**src/rtl/bpu_pkg.sv**
```systemverilog
package bpu_pkg;
  typedef enum logic [1:0] {
    OP_MRG_HI = 2'b00,
    OP_MRG_LO = 2'b01,
    OP_PCK_HI = 2'b10,
    OP_PCK_LO = 2'b11
  } bpu_op_e;
endpackage

```
**src/rtl/bpu_merge.sv**
```systemverilog
module bpu_merge #(
  parameter int LANE_W = 8,
  parameter int LANES  = 4
) (
  input  logic                    take_hi,
  input  logic [LANE_W*LANES-1:0] a,
  input  logic [LANE_W*LANES-1:0] b,
  output logic [LANE_W*LANES-1:0] y
);
  localparam int HALF = LANES / 2;

  for (genvar j = 0; j < HALF; j++) begin : g_lane
    logic [LANE_W-1:0] a_hi, a_lo, b_hi, b_lo;
    assign a_hi = a[(HALF+j)*LANE_W +: LANE_W];
    assign a_lo = a[j*LANE_W +: LANE_W];
    assign b_hi = b[(HALF+j)*LANE_W +: LANE_W];
    assign b_lo = b[j*LANE_W +: LANE_W];
    // A lanes take the odd output slots, B lanes the even ones
    assign y[(2*j+1)*LANE_W +: LANE_W] = take_hi ? a_hi : a_lo;
    assign y[(2*j)*LANE_W   +: LANE_W] = take_hi ? b_hi : b_lo;
  end
endmodule

```
**src/rtl/bpu_pack.sv**
```systemverilog
module bpu_pack #(
  parameter int WORD_W = 32
) (
  input  logic              take_hi,
  input  logic [WORD_W-1:0] a,
  input  logic [WORD_W-1:0] b,
  output logic [WORD_W-1:0] y
);
  localparam int HW = WORD_W / 2;

  always_comb begin
    if (take_hi) y = {a[WORD_W-1:HW], b[WORD_W-1:HW]};
    else         y = {a[HW-1:0], b[HW-1:0]};
  end
endmodule

```
**src/rtl/byte_permute_unit.sv**
```systemverilog
module byte_permute_unit #(
  parameter int LANE_W = 8,
  parameter int LANES  = 4
) (
  input  logic                    clk,
  input  logic                    rst_n,
  input  logic                    in_valid,
  input  logic [1:0]              in_op,
  input  logic [LANE_W*LANES-1:0] in_a,
  input  logic [LANE_W*LANES-1:0] in_b,
  output logic                    out_valid,
  output logic [LANE_W*LANES-1:0] out_result
);
  import bpu_pkg::*;
  localparam int W    = LANE_W * LANES;
  localparam int HALF = LANES / 2;
  localparam int HW   = W / 2;

  logic [W-1:0] merge_y, pack_y, sel_y;
  logic [W-1:0] result_d;
  logic         valid_d;
  bpu_op_e      op;

  assign op = bpu_op_e'(in_op);

  bpu_merge #(.LANE_W(LANE_W), .LANES(LANES)) u_merge (
    .take_hi(op == OP_MRG_HI), .a(in_a), .b(in_b), .y(merge_y));

  bpu_pack #(.WORD_W(W)) u_pack (
    .take_hi(op == OP_PCK_HI), .a(in_a), .b(in_b), .y(pack_y));

  assign sel_y = in_op[1] ? pack_y : merge_y;

  // next state: load only on a request (clock enable)
  always_comb begin
    valid_d  = in_valid;
    result_d = out_result;
    if (in_valid) result_d = sel_y;
  end

  always_ff @(posedge clk or negedge rst_n) begin
    if (!rst_n) begin
      out_valid  <= 1'b0;
      out_result <= '0;
    end else begin
      out_valid  <= valid_d;
      out_result <= result_d;
    end
  end

  // ---------------- assertions ----------------
  logic primed;
  always_ff @(posedge clk or negedge rst_n) begin
    if (!rst_n) primed <= 1'b0;
    else        primed <= 1'b1;
  end

  p_valid_follows_r6: assert property (@(posedge clk) disable iff (!rst_n)
    primed |-> out_valid == $past(in_valid));

  p_hold_idle_r8: assert property (@(posedge clk) disable iff (!rst_n)
    (primed && !$past(in_valid)) |-> $stable(out_result));

  p_merge_hi_r1: assert property (@(posedge clk) disable iff (!rst_n)
    (primed && out_valid && $past(in_op) == 2'b00) |->
      (out_result[W-1 -: LANE_W] == $past(in_a[W-1 -: LANE_W]) &&
       out_result[W-1-LANE_W -: LANE_W] == $past(in_b[W-1 -: LANE_W])));

  p_merge_lo_r2: assert property (@(posedge clk) disable iff (!rst_n)
    (primed && out_valid && $past(in_op) == 2'b01) |->
      (out_result[W-1 -: LANE_W] == $past(in_a[HALF*LANE_W-1 -: LANE_W]) &&
       out_result[W-1-LANE_W -: LANE_W] == $past(in_b[HALF*LANE_W-1 -: LANE_W])));

  p_pack_hi_r3: assert property (@(posedge clk) disable iff (!rst_n)
    (primed && out_valid && $past(in_op) == 2'b10) |->
      (out_result[W-1:HW] == $past(in_a[W-1:HW]) &&
       out_result[HW-1:0] == $past(in_b[W-1:HW])));

  p_pack_lo_r4: assert property (@(posedge clk) disable iff (!rst_n)
    (primed && out_valid && $past(in_op) == 2'b11) |->
      (out_result[W-1:HW] == $past(in_a[HW-1:0]) &&
       out_result[HW-1:0] == $past(in_b[HW-1:0])));
endmodule

```
**config.mk**
```make
export PLATFORM = sky130hd
export DESIGN_NAME = byte_permute_unit
export DESIGN_NICKNAME = d
export VERILOG_FILES = /design/src/rtl/bpu_pkg.sv /design/src/rtl/bpu_merge.sv /design/src/rtl/bpu_pack.sv /design/src/rtl/byte_permute_unit.sv
export SDC_FILE = /design/constraint.sdc
export NUM_CORES = 1
export LEC_CHECK = 0
export BUFFER_PORTS_ARGS = -buffer_cell sky130_fd_sc_hd__buf_2
export CAP_MARGIN = 20
export CORE_ASPECT_RATIO = 1.75
export CORE_MARGIN = 4
export CORE_UTILIZATION = 42
export DETAILED_ROUTE_END_ITERATION = 8
export GPL_ROUTABILITY_DRIVEN = 0
export PLACE_DENSITY = 0.87
export SYNTH_ARGS = -nofsm -noshare
export SYNTH_HDL_FRONTEND = slang
export SYNTH_SLANG_ARGS = --single-unit
export TNS_END_PERCENT = 10
```
**constraint.sdc**
```tcl
create_clock -name clk -period 1 [get_ports clk]
set_clock_uncertainty 0.2 [all_clocks]
set_input_delay 0.15 -clock clk [delete_from_list [all_inputs] [get_ports clk]]
set_output_delay 0.15 -clock clk [all_outputs]
set_load 0.05 [all_outputs]
```
==> flow_summary.yaml <==
run_status:
  status: "complete, but fails checks"
  failed_checks: "negative hold slack, negative setup slack"
place:
  hpwl_um: 3450
  port_buffers: 101
  placed_cell_area_sq_mm: 0.00232
route:
  viasPerCell: 5.23
  postRouteAntennaNets: 0
  drc: 0
  drtIter0Drc: 24
  wl_um: 5180
  drtPass1Iterations: 4
  dr_total_vias: 1600
  wire_per_inst_um: 16.9
yosys:
  netlist.top_cell.by_area: "dfrtp_1"
  netlist.area_leader.share_pct: 51.2
  synth_area_per_cell_sq_um: 11.3
  synth-seq-cells: 33
  synth_area_sq_mm: 0.00161
  ys_types: 11
  ys_warn_count: 0
  synth.area.top_cells: "dfrtp_1 51%, mux2i_1 20%, o221ai_1 8.7%"
  syn-instance-count: 143
  ys_seq_area_share_pct: 51.2
  syn_nets: 212
cts:
  cts_tree: "yes"
  clk_latency_ns: 0.28
  cts.path.max_buffers: 2
  cts_root_buf: "clkbuf_8"
  clk_pin_slew_worst_paths_ns: 0.07
  htree_levels: 2
  cts.sinks: 33
  cts_buffers: 5
  ctsHoldBuffers: 2
setup_path:
  critPathTopFamily: "flip-flops"
  path_cells: "buf_6"
  critPathArrivalTime_ns: 0.86
  end_kind: "primary output"
  cp-start-kind: "flop"
  crit_type: "flop to primary output"
  critical_path_required_ns: 0.65
  worst-path-buf-inv: 1
  critPathSlowestCell: "dfrtp_1"
  slowest_delay_ns: 0.41
  crit_fanout: 2
global_routing:
  grt_overflow: 0
  grt_max_degree: 34
  busiest_layer: "met2"
  grt_use_met1_pct: 24.0
  grt_pass1_vias: 1759
  antenna_found_initial: 0
  met2_usage_pct: 38.5
  grt_use_met3_pct: 8.11
  grt_usage_pct: 22.6
  grt_pass1_wl_um: 8250
sta:
  finalSetupTns_ns: -6.45
  finalMaxSlewViolations: 0
  worstMarginPinSlew_ns: 0.282
  slew_headroom_pct: 80.7
  max_freq_ghz: 0.825
  layout_setup_ws_ns: -0.211
  rsz0062_at_grt: "true"
  setup_viol: 35
  finalHoldViolCount: 12
  period_share_pct: 121
  min_period_ns: 1.21
  holdWs_ns: -0.0364
die:
  dieArea_sq_mm: 0.00493
  initial_core_util_pct: 44.0
  die_w_um: 54.8
  ioPinCount: 102
  core-area_sq_mm: 0.00366
  core.rowCount: 29
  die-height_um: 89.9
cells_and_area:
  syn_to_final_growth_pct: 68.9
  diodes: 0
  design_area_sq_mm: 0.00272
  drive_gt1_share_pct: 59.2
  fin_nets: 329
power_and_ir_drop:
  total_power_uw: 4230
  seqPwrFrac_pct: 38.6
  p_per_area_mw_per_mm2: 1550
  p_int_uw: 2710
  p_switching_uw: 1510
  p_leak_uw: 0.00134
  clock_power_share_pct: 24.0
  vdd.ir_drop.worst_mv: 1.01
  netSwitchingFraction_pct: 35.8
  comb_power_share_pct: 37.5
hold_path:
  holdCritPathClass: "primary input to flop"
flow_run:
  drv_cap: 0
==> power groups by stage <==
stage,clock network (uW),registers [uW],logic [uW]
5_1_grt,1100,1650,1670
4_1_cts,1040,1630,1530
2_1_floorplan,0,2150,309
3_3_place_gp,0,1610,1270
3_5_place_dp,0,1610,1300
6_report,1010,1630,1580
==> synthesized netlist by cell type (all sizes together) <==
library cell,number
a21oi,16
buf,10
clkbuf,2
dfrtp,33
mux2i,32
nand2,1
nand2b,17
nor2,16
o221ai,16
==> layer usage <==
layer  up-vias  share of wire, %
met1       760                35
met3         7               9.0
met2        81                55
met4         0               1.1
met5         -                 0
li1        752                 -
==> logic make-up (layout without fill, tap and decap cells) <==
logic type / count (synthesis) / after routing / synth area share [%]
mux: 32 / 32 / 19.9
flops: 33 / 33 / 51.2
compound gates: 32 / 32 / 13.7
buf+inv: 12 / 129 / 4.66
simple gates: 34 / 34 / 10.6
==> worst min-delay path, cell delays in order <==
cell and delay, ns:
buf_2 0.07, mux2i_1 0.05, a21oi_1 0.13
==> flip-flops by register name, summed over array words and instances (netlist names) <==
signal      cells
out_result     32
out_valid       1
==> final cells by class <==
class                      instances  area (sq um)
sequential                        33           850
fill                             231           943
tap                               46          57.6
clock buffer                       7          86.3
timing repair buffer             122           966
multi-input combinational         98           762
==> timing repair <==
item | CTS | global route
setup buffers | 2 | 3
endpoints found under the setup margin | 33 | 38
resized for setup | 70 | 6
endpoints found under the hold margin | 49 | 2
==> worst paths after layout <==
path	slack, ns	to	startpoint	cells past startpoint
hold reg to reg	0.32	out_result[8]	out_result[8]	2
setup reg to reg	-0.11	out_result[10]	out_result[10]	4
min in group asynchronous	0.16	out_result[26]	rst_n	3
setup / recovery	-0.21	out_result[4]	out_result[4]	1
max in group asynchronous	0.23	out_result[23]	rst_n	3
hold / removal	-0.04	out_result[3]	in_b[19]	3
==> stage by stage <==
stage          setup slack [ns]  util, %  instances
2_1_floorplan           -0.0571        -        143
3_3_place_gp             -0.180     63.2        292
3_5_place_dp             -0.229     63.2        292
4_1_cts                  -0.212     72.8        303
5_1_grt                  -0.232     74.3        306
6_report                 -0.211     74.3        306
==> cells in the final DEF, fill, tap and decap left out, drive strengths merged <==
cell,n
buf,120
dfrtp,33
mux2i,32
nand2b,17
a21oi,16
nor2,16
o221ai,16
clkbuf,7
dlygate4sd3,2
nand2,1
Power figures use the tool's default switching activity.
